<file path="config.mk">
export PLATFORM = sky130hd
export DESIGN_NAME = dma_chan_seq
export DESIGN_NICKNAME = d
export VERILOG_FILES = /design/src/rtl/dma_seq_pkg.sv /design/src/rtl/dma_trig_sel.sv /design/src/rtl/dma_pend_latch.sv /design/src/rtl/dma_xfer_cnt.sv /design/src/rtl/dma_chan_seq.sv
export SDC_FILE = /design/constraint.sdc
export NUM_CORES = 1
export LEC_CHECK = 0
export BUFFER_PORTS_ARGS = -buffer_cell sky130_fd_sc_hd__buf_2
export CAP_MARGIN = 40
export CORE_MARGIN = 1.5
export CORE_UTILIZATION = 60
export CTS_BUF_LIST = sky130_fd_sc_hd__clkbuf_4 sky130_fd_sc_hd__clkbuf_8 sky130_fd_sc_hd__clkbuf_16
export CTS_CLUSTER_SIZE = 30
export DETAILED_ROUTE_END_ITERATION = 10
export PLACE_DENSITY = 0.87
export SLEW_MARGIN = 10
export SYNTH_ARGS = -nofsm -noshare
export SYNTH_HDL_FRONTEND = slang
export SYNTH_SLANG_ARGS = --single-unit
</file>
<file path="constraint.sdc">
create_clock -name clk -period 5.1 [get_ports clk]
set_input_delay 0.51 -clock clk [delete_from_list [all_inputs] [get_ports clk]]
set_output_delay 0.51 -clock clk [all_outputs]
set_load 0.1 [all_outputs]
</file>
<file path="src/rtl/dma_seq_pkg.sv">
package dma_seq_pkg;

   typedef enum logic [1:0] {
      TRG_SW     = 2'd0,
      TRG_PERIPH = 2'd1,
      TRG_EVENT  = 2'd2,
      TRG_NONE   = 2'd3
   } trg_sel_e;

   typedef enum logic [1:0] {
      SQ_OFF  = 2'd0,
      SQ_WAIT = 2'd1,
      SQ_RD   = 2'd2,
      SQ_WR   = 2'd3
   } sq_state_e;

endpackage

</file>
<file path="src/rtl/dma_trig_sel.sv">
module dma_trig_sel
   import dma_seq_pkg::*;
#(
   parameter int NUM_PERIPH = 4,
   parameter logic [NUM_PERIPH-1:0] PERIPH_PRESENT = '1,
   localparam int IDX_W = (NUM_PERIPH > 1) ? $clog2(NUM_PERIPH) : 1
) (
   input  logic [1:0]            sel,
   input  logic [IDX_W-1:0]      idx,
   input  logic                  sw_trig,
   input  logic [NUM_PERIPH-1:0] periph_req,
   input  logic                  evt_trig,
   output logic                  trig
);

   logic [NUM_PERIPH-1:0] live;
   logic                  periph_hit;

   // lines missing from this build are tied off
   assign live = periph_req & PERIPH_PRESENT;

   generate
      if ((1 << IDX_W) == NUM_PERIPH) begin : g_full_idx
         assign periph_hit = live[idx];
      end else begin : g_part_idx
         assign periph_hit = (32'(idx) < NUM_PERIPH) ? live[idx] : 1'b0;
      end
   endgenerate

   always_comb begin
      unique case (trg_sel_e'(sel))
         TRG_SW:     trig = sw_trig;
         TRG_PERIPH: trig = periph_hit;
         TRG_EVENT:  trig = evt_trig;
         default:    trig = 1'b0;
      endcase
   end

endmodule

</file>
<file path="src/rtl/dma_pend_latch.sv">
module dma_pend_latch (
   input  logic clk,
   input  logic rst_n,
   input  logic clr,
   input  logic set,
   input  logic consume,
   output logic pend
);

   logic pend_n;

   // one-deep: a set while already held is simply lost
   always_comb begin
      if (clr)          pend_n = 1'b0;
      else if (consume) pend_n = set;
      else              pend_n = pend | set;
   end

   always_ff @(posedge clk or negedge rst_n) begin
      if (!rst_n) pend <= 1'b0;
      else        pend <= pend_n;
   end

endmodule

</file>
<file path="src/rtl/dma_xfer_cnt.sv">
module dma_xfer_cnt #(
   parameter int SEL_W = 2,
   parameter int BLK_W = 16,
   parameter int REP_W = 8,
   localparam int BEAT_W = (1 << SEL_W) - 1
) (
   input  logic             clk,
   input  logic             rst_n,
   input  logic             load,
   input  logic [SEL_W-1:0] cfg_burst_sel,
   input  logic [BLK_W-1:0] cfg_blk_size,
   input  logic [REP_W-1:0] cfg_rep_cnt,
   input  logic             cfg_repeat,
   input  logic             byte_done,
   output logic             last_beat,
   output logic             last_byte,
   output logic             last_blk
);

   logic [BEAT_W-1:0] len_m1_in, len_m1_q, beat_q;
   logic [BLK_W-1:0]  size_m1_q, blk_q;
   logic [REP_W-1:0]  rep_q, rep_init;

   // burst length minus one is a thermometer code of the exponent
   generate
      for (genvar k = 0; k < BEAT_W; k++) begin : g_len
         assign len_m1_in[k] = (32'(cfg_burst_sel) > k);
      end
   endgenerate

   assign rep_init = (!cfg_repeat || cfg_rep_cnt == '0) ? '0 : cfg_rep_cnt - 1'b1;

   assign last_beat = (beat_q == '0);
   assign last_byte = (blk_q == '0);
   assign last_blk  = (rep_q == '0);

   always_ff @(posedge clk or negedge rst_n) begin
      if (!rst_n) begin
         len_m1_q  <= '0;
         beat_q    <= '0;
         size_m1_q <= '0;
         blk_q     <= '0;
         rep_q     <= '0;
      end else if (load) begin
         len_m1_q  <= len_m1_in;
         beat_q    <= len_m1_in;
         size_m1_q <= cfg_blk_size - 1'b1;
         blk_q     <= cfg_blk_size - 1'b1;
         rep_q     <= rep_init;
      end else if (byte_done) begin
         beat_q <= last_beat ? len_m1_q : beat_q - 1'b1;
         blk_q  <= last_byte ? size_m1_q : blk_q - 1'b1;
         if (last_byte && !last_blk) rep_q <= rep_q - 1'b1;
      end
   end

endmodule

</file>
<file path="src/rtl/dma_chan_seq.sv">
module dma_chan_seq
   import dma_seq_pkg::*;
#(
   parameter int NUM_PERIPH = 4,
   parameter logic [NUM_PERIPH-1:0] PERIPH_PRESENT = '1,
   parameter int SEL_W = 2,
   parameter int BLK_W = 16,
   parameter int REP_W = 8,
   localparam int IDX_W = (NUM_PERIPH > 1) ? $clog2(NUM_PERIPH) : 1
) (
   input  logic                  clk,
   input  logic                  rst_n,
   input  logic                  en_set,
   input  logic                  cfg_single,
   input  logic                  cfg_repeat,
   input  logic [SEL_W-1:0]      cfg_burst_sel,
   input  logic [BLK_W-1:0]      cfg_blk_size,
   input  logic [REP_W-1:0]      cfg_rep_cnt,
   input  logic [1:0]            cfg_trig_sel,
   input  logic [IDX_W-1:0]      cfg_periph_idx,
   input  logic                  sw_trig,
   input  logic [NUM_PERIPH-1:0] periph_req,
   input  logic                  evt_trig,
   input  logic                  bus_ack,
   output logic                  bus_rd,
   output logic                  bus_wr,
   output logic                  ch_en,
   output logic                  req_pending,
   output logic                  burst_done,
   output logic                  block_done,
   output logic                  txn_done
);

   initial begin
      assert (NUM_PERIPH >= 1) else $error("NUM_PERIPH must be at least 1");
      assert (SEL_W >= 1 && SEL_W <= 4) else $error("SEL_W out of range");
      assert (BLK_W >= 2) else $error("BLK_W too small");
      assert (REP_W >= 1) else $error("REP_W too small");
   end

   sq_state_e st, ns;
   logic trig, busy, load, byte_done;
   logic last_beat, last_byte, last_blk;
   logic end_burst, end_block, end_txn;
   logic single_q, pend, consume;

   dma_trig_sel #(
      .NUM_PERIPH     (NUM_PERIPH),
      .PERIPH_PRESENT (PERIPH_PRESENT)
   ) u_trig (
      .sel        (cfg_trig_sel),
      .idx        (cfg_periph_idx),
      .sw_trig    (sw_trig),
      .periph_req (periph_req),
      .evt_trig   (evt_trig),
      .trig       (trig)
   );

   dma_xfer_cnt #(
      .SEL_W (SEL_W),
      .BLK_W (BLK_W),
      .REP_W (REP_W)
   ) u_cnt (
      .clk           (clk),
      .rst_n         (rst_n),
      .load          (load),
      .cfg_burst_sel (cfg_burst_sel),
      .cfg_blk_size  (cfg_blk_size),
      .cfg_rep_cnt   (cfg_rep_cnt),
      .cfg_repeat    (cfg_repeat),
      .byte_done     (byte_done),
      .last_beat     (last_beat),
      .last_byte     (last_byte),
      .last_blk      (last_blk)
   );

   dma_pend_latch u_pend (
      .clk     (clk),
      .rst_n   (rst_n),
      .clr     (end_txn),
      .set     (trig & busy),
      .consume (consume),
      .pend    (pend)
   );

   assign busy      = (st == SQ_RD) || (st == SQ_WR);
   assign load      = (st == SQ_OFF) && en_set;
   assign byte_done = (st == SQ_WR) && bus_ack;
   assign end_burst = byte_done && last_beat;
   assign end_block = byte_done && last_byte;
   assign end_txn   = end_block && last_blk;
   assign consume   = end_burst && single_q && pend && !end_txn;

   always_comb begin
      ns = st;
      unique case (st)
         SQ_OFF:  if (en_set) ns = SQ_WAIT;
         SQ_WAIT: if (trig) ns = SQ_RD;
         SQ_RD:   if (bus_ack) ns = SQ_WR;
         SQ_WR: begin
            if (bus_ack) begin
               if (end_txn)                       ns = SQ_OFF;
               else if (!last_beat || !single_q)  ns = SQ_RD;
               else if (pend)                     ns = SQ_RD;
               else                               ns = SQ_WAIT;
            end
         end
         default: ns = SQ_OFF;
      endcase
   end

   always_ff @(posedge clk or negedge rst_n) begin
      if (!rst_n) begin
         st         <= SQ_OFF;
         single_q   <= 1'b0;
         burst_done <= 1'b0;
         block_done <= 1'b0;
         txn_done   <= 1'b0;
      end else begin
         st         <= ns;
         if (load) single_q <= cfg_single;
         burst_done <= end_burst;
         block_done <= end_block;
         txn_done   <= end_txn;
      end
   end

   assign bus_rd      = (st == SQ_RD);
   assign bus_wr      = (st == SQ_WR);
   assign ch_en       = (st != SQ_OFF);
   assign req_pending = pend;

endmodule

</file>
---- Word-level counts from Yosys, hierarchy flattened ----
Index checks and enable logic that the tools add are counted.
word-level totals
  register bits ........................... 53
  input bits .............................. 42
  logic and storage cells ................. 82
  output and inout port bits .............. 7
operators by class
  add/subtract/negate cells ............... 5
  muxes and demuxes ....................... 23
  order comparisons ....................... 4
  reduce and logical (&&, ||, !) cells .... 28
  eq/ne operators ......................... 9
  bitwise gates (word level) .............. 2
operator list
  operator                                                               count
  16-bit two-way mux                                                     3
  8-bit two-way mux                                                      4
  16-bit by 1-bit subtractor with 16-bit output, second input constant   2
  16-bit logical NOT                                                     1
  8-bit logical NOT                                                      2
  8-bit by 1-bit subtractor with 8-bit output, second input constant     2
  2-bit two-way mux                                                      7
  1-bit logical AND                                                      9
  3-bit two-way mux                                                      3
  2-bit != test, second input constant                                   4
  2-bit one-hot mux with 4 select lines                                  1
  2-bit equality test, second input constant                             3
  2-bit nonzero test                                                     3
  1-bit logical NOT                                                      5
  2-bit by 1-bit equality test with 1-bit output, second input constant  2
  2-bit by 1-bit > comparator with 1-bit output, second input constant   2
  2-bit logical NOT                                                      2
  4-bit AND reduction                                                    1
  3-bit logical NOT                                                      1
  1-bit logical OR                                                       3
  2-bit by 3-bit < comparator with 1-bit output, second input constant   1
  1-bit two-way mux                                                      3
  1-bit one-hot mux with 3 select lines                                  1
  3-bit by 1-bit subtractor with 3-bit output, second input constant     1
  5 further kinds                                                        5

---- Depth between registers and ports, before layout ----
Gate-level depths: netlist of run 1.
  word-level depth ........................ 8
  gate-level depth with buffers ........... 8

---- Hierarchy ----
Synthesis of run 1 repeated with hierarchy kept, for this count alone.
second synthesis, totals
  cell total of the unflattened synthesis .. 393
  area total of the unflattened synthesis .. 3590.9 um2
modules (own cells, without submodules)
  module          instances  area each (um2)  cells an instance
  dma_xfer_cnt    1          3161.8           353
  dma_chan_seq    1          329.1            30
  dma_trig_sel    1          56.3             6
  dma_pend_latch  1          43.8             4

---- Least setup slack after synthesis of run 1 ----
OpenSTA, ideal clock, no wires.
  path type ............................... flip-flop to output port
  start ................................... reg st[1]
  end ..................................... out bus_rd
  setup slack ............................. 2.600 ns
  cell stages (with the launch flop) ...... 3
  required time ........................... 4.590 ns
  arrival ................................. 1.990 ns
  cell sequence ........................... dfrtp_1 clkbuf_1 nor2b_1
between the ends
  longest elaborated chain between the ends .. 1
ends and longest elaborated chain
  what                    RTL line             RTL
  start, declared         dma_chan_seq.sv:41   sq_state_e st, ns;
  start signal, assigned  dma_chan_seq.sv:120  st <= ns;
  2-bit equality test     dma_chan_seq.sv:128  assign bus_rd = (st == SQ_RD);
  end, declared           dma_chan_seq.sv:25   output logic bus_rd,
No other way between the ends.

---- Worst setup path after layout of run 1 ----
  start ................................... reg u_cnt.blk_q[0]
  end ..................................... reg u_cnt.blk_q[1]
between the ends
  longest elaborated chain between the ends .. 4
  elaborated cells on any way between the ends .. 5
  those cells by class .................... add/sub: 1; mux: 3; reduce/logical: 1
ends and longest elaborated chain
  what                                                                                 RTL line                                RTL
  start, declared                                                                      dma_xfer_cnt.sv:21                      logic [BLK_W-1:0] size_m1_q, blk_q;
  start signal, assigned                                                               dma_xfer_cnt.sv:48                      blk_q <= cfg_blk_size - 1'b1;
  start signal, assigned                                                               dma_xfer_cnt.sv:52                      blk_q <= last_byte ? size_m1_q : blk_q - 1'b1;
  16-bit by 1-bit subtractor with 16-bit output or 16-bit logical NOT (tied branches)  dma_xfer_cnt.sv:52, dma_xfer_cnt.sv:34
  16-bit two-way mux (*)                                                               dma_xfer_cnt.sv:52
  16-bit two-way mux (*)                                                               dma_xfer_cnt.sv:50                      end else if (byte_done) begin
  16-bit two-way mux (*)                                                               dma_xfer_cnt.sv:44                      end else if (load) begin
Every way passes the cells marked *; elsewhere a longest branch is shown, timed or not. The select of a mux whose other input is x is not followed.
A chain may end at the register's enable or synchronous reset.

==> Implementation_results.wiki, run 1 <==
{| class="wikitable"
! Metric !! Value
|-
| Cell row count || 27
|-
| Ant. Diodes || 0
|-
| Hold-fix buffer count after cts || 0
|-
| Clock latency on the worst-skew pair || between 300 and 400 ps
|-
| Start of the worst register-to-register path || u_cnt.blk_q[0]
|-
| Final layout net count || 477
|-
| Iteration count of the initial detailed-routing pass || 5
|-
| Die Y-Extent || slightly below 80 um
|-
| Yosys warning count || 0
|-
| Crit Reg-Reg Endpoint || u_cnt.blk_q[1]
|-
| CP bufs+invs || 1
|-
| Critical Path Slowest Stage Cell || nand4_1
|-
| Max cap viols || 0
|-
| Vias || about 3100
|-
| Start point of the critical path || u_cnt.blk_q[0]
|-
| Avg Cell Area, Syn || 8.96 um2
|-
| Cell area after layout || 0.00386 mm2
|-
| Peak per-stage delay on the critical path || 740 ps
|-
| Share of layout cells above drive strength 1 || 0.199
|-
| H-tree depth || 2
|-
| Data required time of the worst path || 5280 ps
|-
| Cell family contributing the most delay on the critical path || simple AND/OR/NAND/NOR gates
|-
| Leading register cell type out of synthesis || dfrtp_1
|-
| Minimum clock period after layout || between 2000 and 3000 ps
|-
| Number of flops mapped to enable cells by yosys || 0
|-
| Routed len/inst || between 15 and 20 um
|-
| Max Slew Vio Count || 0
|-
| Leakage component of the power || between 1.5 and 2 nW
|-
| Reg clk slew, reported paths || ~90 ps
|-
| Wire length of the first global-routing pass || approximately 13 mm
|-
| Number of top-level pins || just under 50
|-
| Layout area overhead || 11.8%
|-
| Register-to-register setup slack || roughly 2400 ps
|-
| Die boundary width || roughly 80 um
|-
| Final worst-path cycle share || 0.537
|-
| Final weighted congestion in routability-driven placement || ~0.9
|-
| Total count of hold-check failures in the final report || 0
|-
| Filler instances || 430
|-
| Critical path class || reg -> reg
|-
| Number of antenna violations at the first check in global routing || 0
|-
| Residual DRC count || 0
|-
| Via count normalized by instance count || 6.19
|-
| Top cells by area, synth || dfrtp_1, nand2_1, xnor2_1, nor2_1, o21ai_0
|-
| Global router's overall resource usage || 0.264
|-
| Clk_skew || 6.14 ps
|-
| Fraction of the yosys area taken by sequential cells || 0.384
|-
| Count of cells resized by post-cts repair || 0
|-
| Hold Crit Class || in -> async
|-
| Critical path endpoint || u_cnt.blk_q[1]
|-
| FF-to-FF path depth || 7
|-
| Most frequent cell after synthesis || dfrtp_1
|-
| Post-synth top cells || dfrtp_1, nand2_1, nor2_1, o21ai_0, a21oi_1
|-
| Yosys reg bits || 53
|-
| Number of buffers between clock root and the deepest sink || 2
|-
| RSZ-0062 raised after global routing || no
|-
| Overall die area || 0.00623 mm2
|-
| Largest area contributor in the synthesized netlist || dfrtp_1
|-
| TritonCTS clock tree || built
|-
| Port Buffer Count || between 40 and 50
|-
| Run status || completed
|-
| Post-Route Utilization || 0.698
|-
| Syn Nets || ~440
|-
| Signal arrival time at the worst endpoint || just under 3000 ps
|-
| Effective utilization at floorplan || 0.624
|-
| Core ar. || between 0.005 and 0.006 mm2
|-
| Transition at the pin with the smallest max-transition slack || 823 ps
|-
| Final setup violation count || 0
|-
| Combined area of the multi-input logic cells || 0.00201 mm2
|-
| Detailed router's first-iteration violation count || ~170
|-
| Maximum net fanout on the critical path || 21
|-
| Total congestion overflow || 0
|-
| Estimated wirelength of the detail-placed design || between 5 and 6 mm
|-
| Post-Synthesis Cell Area || about 0.0035 mm2
|-
| Cell at the root of the clock tree || clkbuf_8
|-
| Number of gates on the worst path with buffers counted || 7
|-
| Area occupied by registers || between 0.001 and 0.0015 mm2
|-
| Total setup buffers inserted after CTS || 0
|-
| Clock Sink Count || 53
|-
| Crit path launch type || flop
|-
| Proportion of netlist area held by the largest area contributor || 0.384
|-
| Number of global-route vias before repair || 2857
|-
| Tightest slew margin relative to the limit || 0.450
|-
| TNS Setup || 0 ps
|-
| Share of flip-flops with an asynchronous set or reset after synthesis || 1.00
|-
| Post-route ant nets || 0
|-
| Routed wire length || slightly below 8 mm
|-
| Pwr Density || 485 mW/mm2
|-
| IR drop worst, VDD || 274 uV
|-
| Cell breakdown of the critical path || inv_1 -> ha_1 -> nor3b_1 -> nand4_1 -> or2_2 -> a21oi_1 -> o22ai_1
|-
| Nature of the critical path endpoint || flop
|-
| Largest net degree at the start of global routing || 54
|-
| Highest attainable clock frequency || around 360 MHz
|-
| Worst Hold Margin || approximately 310 ps
|-
| Total placed instance area || around 0.0037 mm2
|-
| Synthesized instance count || slightly below 400
|-
| TritonCTS Buffers || 5
|-
| Distinct cell type count after synthesis || between 60 and 70
|}
==> worst min path at each step <==
stage,end
6_report,st[1]
5_1_grt,u_cnt.len_m1_q[0]
4_1_cts,burst_done
3_5_place_dp,u_cnt.size_m1_q[9]
3_3_place_gp,u_cnt.size_m1_q[9]
2_1_floorplan,block_done
==> cells in the final DEF (no fill, tap or decap), types with 9 or more instances in the layout <==
cell type  netlist  final
nor2_1          36     36
o21ai_0         26     26
a21oi_1         18     18
inv_1           16     16
nand2_1         48     48
nor3_1           9      9
buf_2            5     48
nand3_1         10     10
xnor2_1         16     16
dfrtp_1         53     53
nor4_1          10     10
==> cells by family (layout without fill, tap and decap cells) <==
family | after synthesis | after routing | share of synthesized area
adders and majority gates | 8 | 8 | 0.0290
DFF | 53 | 53 | 0.384
xor gates and xnor gates | 20 | 20 | 0.0507
muxes | 6 | 6 | 0.0214
and+or+nand+nor | 163 | 163 | 0.265
AOI/OAI and AO/OA | 103 | 103 | 0.213
buffers and inverters | 33 | 75 | 0.0376
==> final cells by class <==
cell class                      instances  area share
Sequential cell                        53       0.343
Multi-Input combinational cell        300       0.519
Timing Repair Buffer                   51      0.0680
Inverter                               16      0.0155
Tap cell                               72      0.0233
Clock inverter                          2     0.00971
Clock buffer                            6      0.0214
==> routing by layer <==
layer / vias up / global-route usage / wire (um)
met2: 100 / 0.451 / 3830
met4: 0 / 0.0930 / 152
met5: - / 0 / 0
met1: 1479 / 0.343 / 3450
met3: 17 / 0.0402 / 397
li1: 1497 / - / -
==> power by group <==
part,internal [mW],switching [mW],total [mW]
Clock,0.160,0.145,0.305
Combinational,0.328,0.475,0.804
Sequential,0.583,0.183,0.766
Total,1.07,0.803,1.87
==> per-stage QoR <==
step,power (mW),instances,setup WS (ps)
2_1_floorplan,1.39,386,2600
3_3_place_gp,1.53,492,2520
3_5_place_dp,1.56,492,2460
4_1_cts,1.87,500,2410
5_1_grt,2.00,500,2160
6_report,1.87,500,2360
==> state kept, by name (all words and copies together), names as in the netlist <==
register,count
u_pend.pend,1
u_cnt.rep_q,8
u_cnt.blk_q,16
u_cnt.size_m1_q,16
single_q,1
burst_done,1
block_done,1
st,2
txn_done,1
u_cnt.beat_q,3
u_cnt.len_m1_q,3
Power figures use the tool's default switching activity.
==> inputs of run 2 (changes only) <==
--- a/config.mk
+++ b/config.mk
@@ -5,14 +5,15 @@
 export SDC_FILE = /design/constraint.sdc
 export NUM_CORES = 1
 export LEC_CHECK = 0
+export ABC_AREA = 1
 export BUFFER_PORTS_ARGS = -buffer_cell sky130_fd_sc_hd__buf_2
 export CAP_MARGIN = 40
 export CORE_MARGIN = 1.5
-export CORE_UTILIZATION = 60
+export CORE_UTILIZATION = 58
 export CTS_BUF_LIST = sky130_fd_sc_hd__clkbuf_4 sky130_fd_sc_hd__clkbuf_8 sky130_fd_sc_hd__clkbuf_16
 export CTS_CLUSTER_SIZE = 30
 export DETAILED_ROUTE_END_ITERATION = 10
-export PLACE_DENSITY = 0.87
+export PLACE_DENSITY = 0.84
 export SLEW_MARGIN = 10
 export SYNTH_ARGS = -nofsm -noshare
 export SYNTH_HDL_FRONTEND = slang
==> constraint.sdc (replaced) <==
create_clock -name clk -period 2.9 [get_ports clk]
set_input_delay 0.29 -clock clk [delete_from_list [all_inputs] [get_ports clk]]
set_output_delay 0.29 -clock clk [all_outputs]
set_load 0.1 [all_outputs]
==> run 2 against run 1 <==
Net effect:
- power up 99%
- register-to-register slack worse by 1600 ps
- area after synthesis increased by 7.6%
- hold slack got worse by 86 ps
- largest cell class unchanged
- clock skew fell by 2.7 ps
- synthesized cell count grew 47%
- setup slack worse by 1600 ps
==> Implementation_results.wiki, run 2 <==
{| class="wikitable"
! Metric !! Value
|-
| Detailed router's first-iteration violation count || between 200 and 250
|-
| Overall die area || approximately 0.007 mm2
|-
| Largest net degree at the start of global routing || 39
|-
| Filler instances || approximately 530
|-
| Total congestion overflow || 0
|-
| Number of global-route vias before repair || between 3000 and 4000
|-
| Fraction of power spent switching nets || 0.471
|-
| Register-to-register setup slack || 720 ps
|-
| Power spent charging and discharging nets || 1.76 mW
|-
| Share of flip-flops with an asynchronous set or reset after synthesis || 1.00
|-
| Post-synthesis share of cell area spent on and, or, nand and nor gates || 0.385
|-
| Part of the total power dissipated in combinational logic || 0.502
|-
| Final Worst Setup Slack || between 700 and 800 ps
|-
| Reg clk slew, reported paths || ~90 ps
|-
| Fraction of the yosys area taken by sequential cells || 0.357
|-
| Highest attainable clock frequency || about 460 MHz
|-
| Final weighted congestion in routability-driven placement || approximately 0.92
|-
| Iteration count of the initial detailed-routing pass || 5
|-
| CP bufs+invs || 4
|-
| Avg Cell Area, Syn || about 6.6 um2
|-
| TritonCTS clock tree || built
|-
| TritonCTS Buffers || 5
|-
| Port Buffer Count || between 40 and 50
|-
| Cell at the root of the clock tree || clkbuf_8
|-
| Largest registers || u_cnt.blk_q x16, u_cnt.size_m1_q x16, u_cnt.rep_q x8
|-
| Number of flops mapped to enable cells by yosys || 0
|-
| Final layout net count || between 600 and 700
|-
| Maximum net fanout on the critical path || 30
|-
| Proportion of netlist area held by the largest area contributor || 0.357
|-
| Peak per-stage delay on the critical path || 460 ps
|-
| Hold Crit Class || in -> reg
|-
| Final worst-path cycle share || 0.753
|-
| RSZ-0062 raised after global routing || no
|-
| Most frequent standard cell in the layout excluding fill and tap cells || nand2_1
|-
| Clock Sink Count || 53
|-
| Compound-gate portion of the synthesized area || 0.0969
|-
| Yosys warning count || 0
|-
| Crit path launch type || flop
|-
| Placed cell count || just under 700
|-
| Die Y-Extent || about 83 um
|-
| Total count of hold-check failures in the final report || 0
|-
| Nature of the critical path endpoint || flop
|-
| Flop pwr share || 0.355
|-
| Residual DRC count || 0
|-
| Total setup buffers inserted after CTS || 0
|-
| Synthesized instance count || 566
|-
| Max cap viols || 0
|-
| Data required time of the worst path || approximately 3200 ps
|-
| Cell breakdown of the critical path || nor2_2 -> inv_2 -> nor2_4 -> inv_2 -> nand2_2 -> inv_2 -> nand2_1 -> nand2_1 -> inv_1 -> nand2_1
|-
| Clock latency on the worst-skew pair || roughly 310 ps
|-
| H-tree depth || 2
|-
| Post-Synthesis Cell Area || approximately 0.0037 mm2
|-
| Count of cells resized by post-cts repair || 0
|-
| Distinct cell type count after synthesis || 33
|-
| Most frequent cells in the layout || nand2_1, inv_1, nor2_1
|-
| Minimum clock period after layout || 2180 ps
|-
| Leakage component of the power || ~2.2 nW
|-
| Via count normalized by instance count || between 5 and 6
|-
| Pwr Density || around 900 mW/mm2
|-
| Hold-fix buffer count after cts || 1
|-
| Global router's overall resource usage || 0.259
|-
| Number of top-level pins || 49
|-
| Clock group share of total power || 0.143
|-
| Clk_skew || ~3.4 ps
|-
| Cell family contributing the most delay on the critical path || buffers and inverters
|-
| Layout area overhead || 11.5%
|-
| Fraction of synthesized cell area in xor and xnor cells || 0.0306
|-
| Syn Nets || around 600
|-
| TNS Setup || 0 ps
|-
| Int Pwr || ~2 mW
|-
| Post-route ant nets || 0
|-
| Place WS || between 700 and 800 ps
|-
| IR drop worst, VDD || 690 uV
|-
| Routed len/inst || approximately 12 um
|-
| Cell row count || 28
|-
| Estimated wirelength of the detail-placed design || 6.41 mm
|-
| Run status || completed
|-
| Die boundary width || between 80 and 90 um
|-
| Vias || between 3000 and 4000
|-
| Leading register cell type out of synthesis || dfrtp_1
|-
| Largest family of logic cells by synthesized area || simple AND/OR/NAND/NOR gates
|-
| Largest area contributor in the synthesized netlist || dfrtp_1
|-
| Area share of fa/ha/maj cells after synthesis || 0.0269
|-
| Signal arrival time at the worst endpoint || 2440 ps
|-
| Total placed instance area || ~0.004 mm2
|-
| Final setup violation count || 0
|-
| Yosys reg bits || 53
|-
| Most frequent cell after synthesis || nand2_1
|-
| Effective utilization at floorplan || 0.614
|-
| Core ar. || between 0.006 and 0.007 mm2
|-
| Share of cell area taken by muxes after synthesis || 0
|-
| Worst Hold Margin || between 200 and 250 ps
|-
| Number of buffers between clock root and the deepest sink || 2
|-
| Critical path class || reg -> reg
|-
| Wire length of the first global-routing pass || 15.2 mm
|-
| Fin cells || between 600 and 700
|-
| Top cells by area, synth || dfrtp_1, nand2_1, inv_1, nor2_1, nand3_1
|-
| Critical Path Slowest Stage Cell || nand2_2
|-
| Post-synth top cells || nand2_1, inv_1, nor2_1, dfrtp_1, nand3_1
|-
| Share of layout cells above drive strength 1 || 0.134
|-
| Routed wire length || approximately 8.4 mm
|-
| Tightest slew margin relative to the limit || 0.610
|-
| Cell area after layout || approximately 0.0041 mm2
|-
| Ant. Diodes || 0
|-
| Number of antenna violations at the first check in global routing || 0
|-
| Transition at the pin with the smallest max-transition slack || roughly 580 ps
|-
| Max Slew Vio Count || 0
|}
-- run 2: cell count changes in the layout (fill, tap and decap cells not counted), sizes merged, moves of 5 or more --
cell and change:
a21oi -7, nor4 -14, a221o -5, nor3b -5
nand2 +130, o21ai +17, inv +64, nand3 +44
nor2 +48, xnor2 -11, or4 -7
-- run 2: worst register-to-register path: cells and delay by family, from the launching register on --
family | cells | cell delay (ps)
DFF | 1 | 430
and+or+nand+nor | 6 | 800
buffers and inverters | 4 | 910
-- run 2: layout make-up --
class,instances,area [um2],area share
clock buffer,7,90.1,0.0217
timing repair buffer,53,300,0.0724
inverter,80,300,0.0724
tap,75,93.8,0.0226
sequential,53,1330,0.320
multi-input combinational,420,2010,0.484
clock inverter,1,30.0,0.00724
-- run 2: power groups by stage --
stage               Sequential, mW  Clock [mW]  Combinational (mW)
finish                        1.32       0.535                1.87
CTS                           1.32       0.539                1.87
floorplan                     1.28           0                1.52
global placement              1.32           0                1.79
global route                  1.36       0.570                2.14
detailed placement            1.33           0                1.86
-- run 2: stage by stage --
step	total power, mW	util
floorplan	2.80	-
global placement	3.11	0.658
detailed placement	3.18	0.663
CTS	3.72	0.684
global route	4.08	0.684
finish	3.73	0.684
-- run 2: layer usage --
metal / up-vias / wire (um) / share of wire / track usage
li1: 1866 / - / - / -
met1: 1677 / 3700 / 0.44 / 0.326
met2: 129 / 4150 / 0.49 / 0.454
met3: 20 / 400 / 0.047 / 0.0358
met4: 0 / 176 / 0.021 / 0.0955
met5: - / 0 / 0 / 0
-- run 2: kinds of logic after synthesis --
logic type | Yosys count
compound gates | 67
xor+xnor | 13
fa+ha+maj | 8
buf+inv | 93
flops | 53
simple gates | 332
-- run 2: worst paths after layout --
| check | from | endpoint | cells past startpoint |
|---|---|---|---|
| max in group asynchronous | rst_n | u_cnt.size_m1_q[11] | 4 |
| worst min-delay path | cfg_single | single_q | 3 |
| min in group asynchronous | rst_n | u_cnt.blk_q[2] | 2 |
| worst max register to register | st[1] | u_cnt.blk_q[9] | 10 |
| worst max-delay path | st[1] | u_cnt.blk_q[9] | 10 |
| worst min register to register | u_cnt.len_m1_q[1] | u_cnt.len_m1_q[1] | 2 |
==> inputs of run 3 (changes only) <==
--- a/config.mk
+++ b/config.mk
@@ -9,11 +9,11 @@
 export BUFFER_PORTS_ARGS = -buffer_cell sky130_fd_sc_hd__buf_2
 export CAP_MARGIN = 40
 export CORE_MARGIN = 1.5
-export CORE_UTILIZATION = 58
+export CORE_UTILIZATION = 53
 export CTS_BUF_LIST = sky130_fd_sc_hd__clkbuf_4 sky130_fd_sc_hd__clkbuf_8 sky130_fd_sc_hd__clkbuf_16
 export CTS_CLUSTER_SIZE = 30
 export DETAILED_ROUTE_END_ITERATION = 10
-export PLACE_DENSITY = 0.84
+export PLACE_DENSITY = 0.81
 export SLEW_MARGIN = 10
 export SYNTH_ARGS = -nofsm -noshare
 export SYNTH_HDL_FRONTEND = slang
==> constraint.sdc (replaced) <==
create_clock -name clk -period 1.9 [get_ports clk]
set_input_delay 0.19 -clock clk [delete_from_list [all_inputs] [get_ports clk]]
set_output_delay 0.19 -clock clk [all_outputs]
set_load 0.1 [all_outputs]
==> run 3 against run 2 <==
Net effect:
- sequential power up 53%
- routed wire length fell by 0.18%
- highest routed layer unchanged
- hold slack got worse by 100 ps
- largest cell class unchanged
- clock power increased by 23%
- die area rose by 9.1%
- sequential share of layout area fell by 0.29 points
==> Implementation_results.wiki, run 3 (same netlist as run 2, synthesis figures left out) <==
{| class="wikitable"
! Metric !! Value
|-
| Cell row count || 30
|-
| TritonCTS Buffers || 5
|-
| Ant. Diodes || 0
|-
| Run status || completed
|-
| IR drop worst, VDD || roughly 490 uV
|-
| Clock latency on the worst-skew pair || approximately 310 ps
|-
| Leakage component of the power || roughly 2.2 nW
|-
| Signal arrival time at the worst endpoint || 1950 ps
|-
| Final layout net count || about 670
|-
| Largest registers || u_cnt.blk_q x16, u_cnt.size_m1_q x16, u_cnt.rep_q x8
|-
| Post-route ant nets || 0
|-
| Residual DRC count || 0
|-
| Clock Sink Count || 53
|-
| Critical Path Slowest Stage Cell || dfrtp_1
|-
| Cell breakdown of the critical path || nor2_2 -> inv_2 -> nor2_4 -> inv_2 -> nand2_2 -> inv_2 -> a21oi_1 -> nand2_1
|-
| TNS Setup || 0 ps
|-
| Max cap viols || 0
|-
| Share of layout cells above drive strength 1 || 0.141
|-
| Die boundary width || 86.8 um
|-
| Number of antenna violations at the first check in global routing || 0
|-
| Total congestion overflow || 0
|-
| Final Power || approximately 5.6 mW
|-
| Via count normalized by instance count || about 5.2
|-
| Number of top-level pins || 49
|-
| Effective utilization at floorplan || 0.548
|-
| Final weighted congestion in routability-driven placement || 0.912
|-
| Crit path launch type || flop
|-
| Critical path class || reg -> reg
|-
| Port Buffer Count || between 40 and 50
|-
| Most frequent standard cell in the layout excluding fill and tap cells || nand2_1
|-
| Layout area overhead || 12.5%
|-
| Nature of the critical path endpoint || flop
|-
| Die Y-Extent || about 87 um
|-
| Number of global-route vias before repair || 3453
|-
| Data required time of the worst path || roughly 2100 ps
|-
| Critical Path Most Common Cell || inv_2
|-
| Post-Route Utilization || 0.616
|-
| Cell at the root of the clock tree || clkbuf_8
|-
| RSZ-0062 raised after global routing || yes
|-
| Wire length of the first global-routing pass || ~15 mm
|-
| Highest attainable clock frequency || roughly 570 MHz
|-
| Clk_skew || 7.97 ps
|-
| Overall die area || roughly 0.0075 mm2
|-
| Routed len/inst || ~12 um
|-
| Tightest slew margin relative to the limit || 0.662
|-
| Core ar. || 0.00679 mm2
|-
| Max Slew Vio Count || 0
|-
| Final worst-path cycle share || 0.920
|-
| Most frequent cells in the layout || nand2_1, nor2_1, inv_1
|-
| Vias || about 3700
|-
| H-tree depth || 2
|-
| Transition at the pin with the smallest max-transition slack || 507 ps
|-
| Maximum net fanout on the critical path || 14
|-
| Largest net degree at the start of global routing || 39
|-
| Hold Crit Class || in -> reg
|-
| Pwr Density || around 1300 mW/mm2
|-
| Final setup violation count || 0
|-
| Global router's overall resource usage || 0.242
|-
| Total count of hold-check failures in the final report || 0
|-
| Minimum clock period after layout || between 1500 and 2000 ps
|-
| Worst Hold Margin || about 120 ps
|-
| Peak per-stage delay on the critical path || approximately 440 ps
|-
| TritonCTS clock tree || built
|-
| Routed wire length || about 8.4 mm
|-
| Iteration count of the initial detailed-routing pass || 5
|-
| Reg clk slew, reported paths || 100 ps
|-
| Number of buffers between clock root and the deepest sink || 2
|-
| Estimated wirelength of the detail-placed design || 6.36 mm
|-
| Detailed router's first-iteration violation count || 198
|}
run 3: repair_timing:
action,4_1_cts,5_1_grt
hold buffers,1,0
setup buffers,0,1
gates resized for setup,0,2
endpoints found under the setup margin,0,18
endpoints found under the hold margin,21,0
run 3: metrics by stage:
stage               cells  area [um2]  setup slack (ps)
floorplan             566        3720              6.41
global placement      704        4070               201
detailed placement    704        4070               122
CTS                   713        4170              96.9
global route          714        4190             -36.1
finish                714        4190               152
run 3: routing by layer:
metal,vias to the layer above,global-route usage,share of wire
li1,1881,-,-
met1,1696,0.305,0.46
met2,95,0.449,0.49
met3,6,0.0276,0.040
met4,0,0.0411,0.0063
met5,-,0,0
run 3: worst max-delay path, delay by kind of cell (launching register included):
family	cells	cell delay, ps
and+or+nand+nor	4	610
DFF	1	440
buffers and inverters	3	410
AOI/OAI and AO/OA	1	190
run 3: report_power, final:
group          total [mW]  internal, mW  switching (mW)
clock network       0.660         0.275           0.385
registers            2.02          1.63           0.396
logic                2.93          1.00            1.93
total                5.61          2.91            2.71
run 3: worst paths after layout:
| kind | from | endpoint | slack (ps) | cells past startpoint |
|---|---|---|---|---|
| worst max-delay path | st[1] | u_cnt.blk_q[6] | 150 | 8 |
| worst min-delay path | cfg_single | single_q | 120 | 3 |
| worst max register to register | st[1] | u_cnt.blk_q[6] | 150 | 8 |
| worst min register to register | u_cnt.size_m1_q[13] | u_cnt.size_m1_q[13] | 480 | 2 |
| max in group asynchronous | rst_n | u_cnt.blk_q[6] | 970 | 3 |
| min in group asynchronous | rst_n | txn_done | 380 | 2 |
run 3: layout make-up:
type,instances,area (um2)
repair buffers,57,335
clock inverters,2,15.0
well taps,96,120
flip-flops and latches,53,1330
inverters,80,300
multi-input cells,420,2010
fillers,625,2610
clock buffers,6,76.3
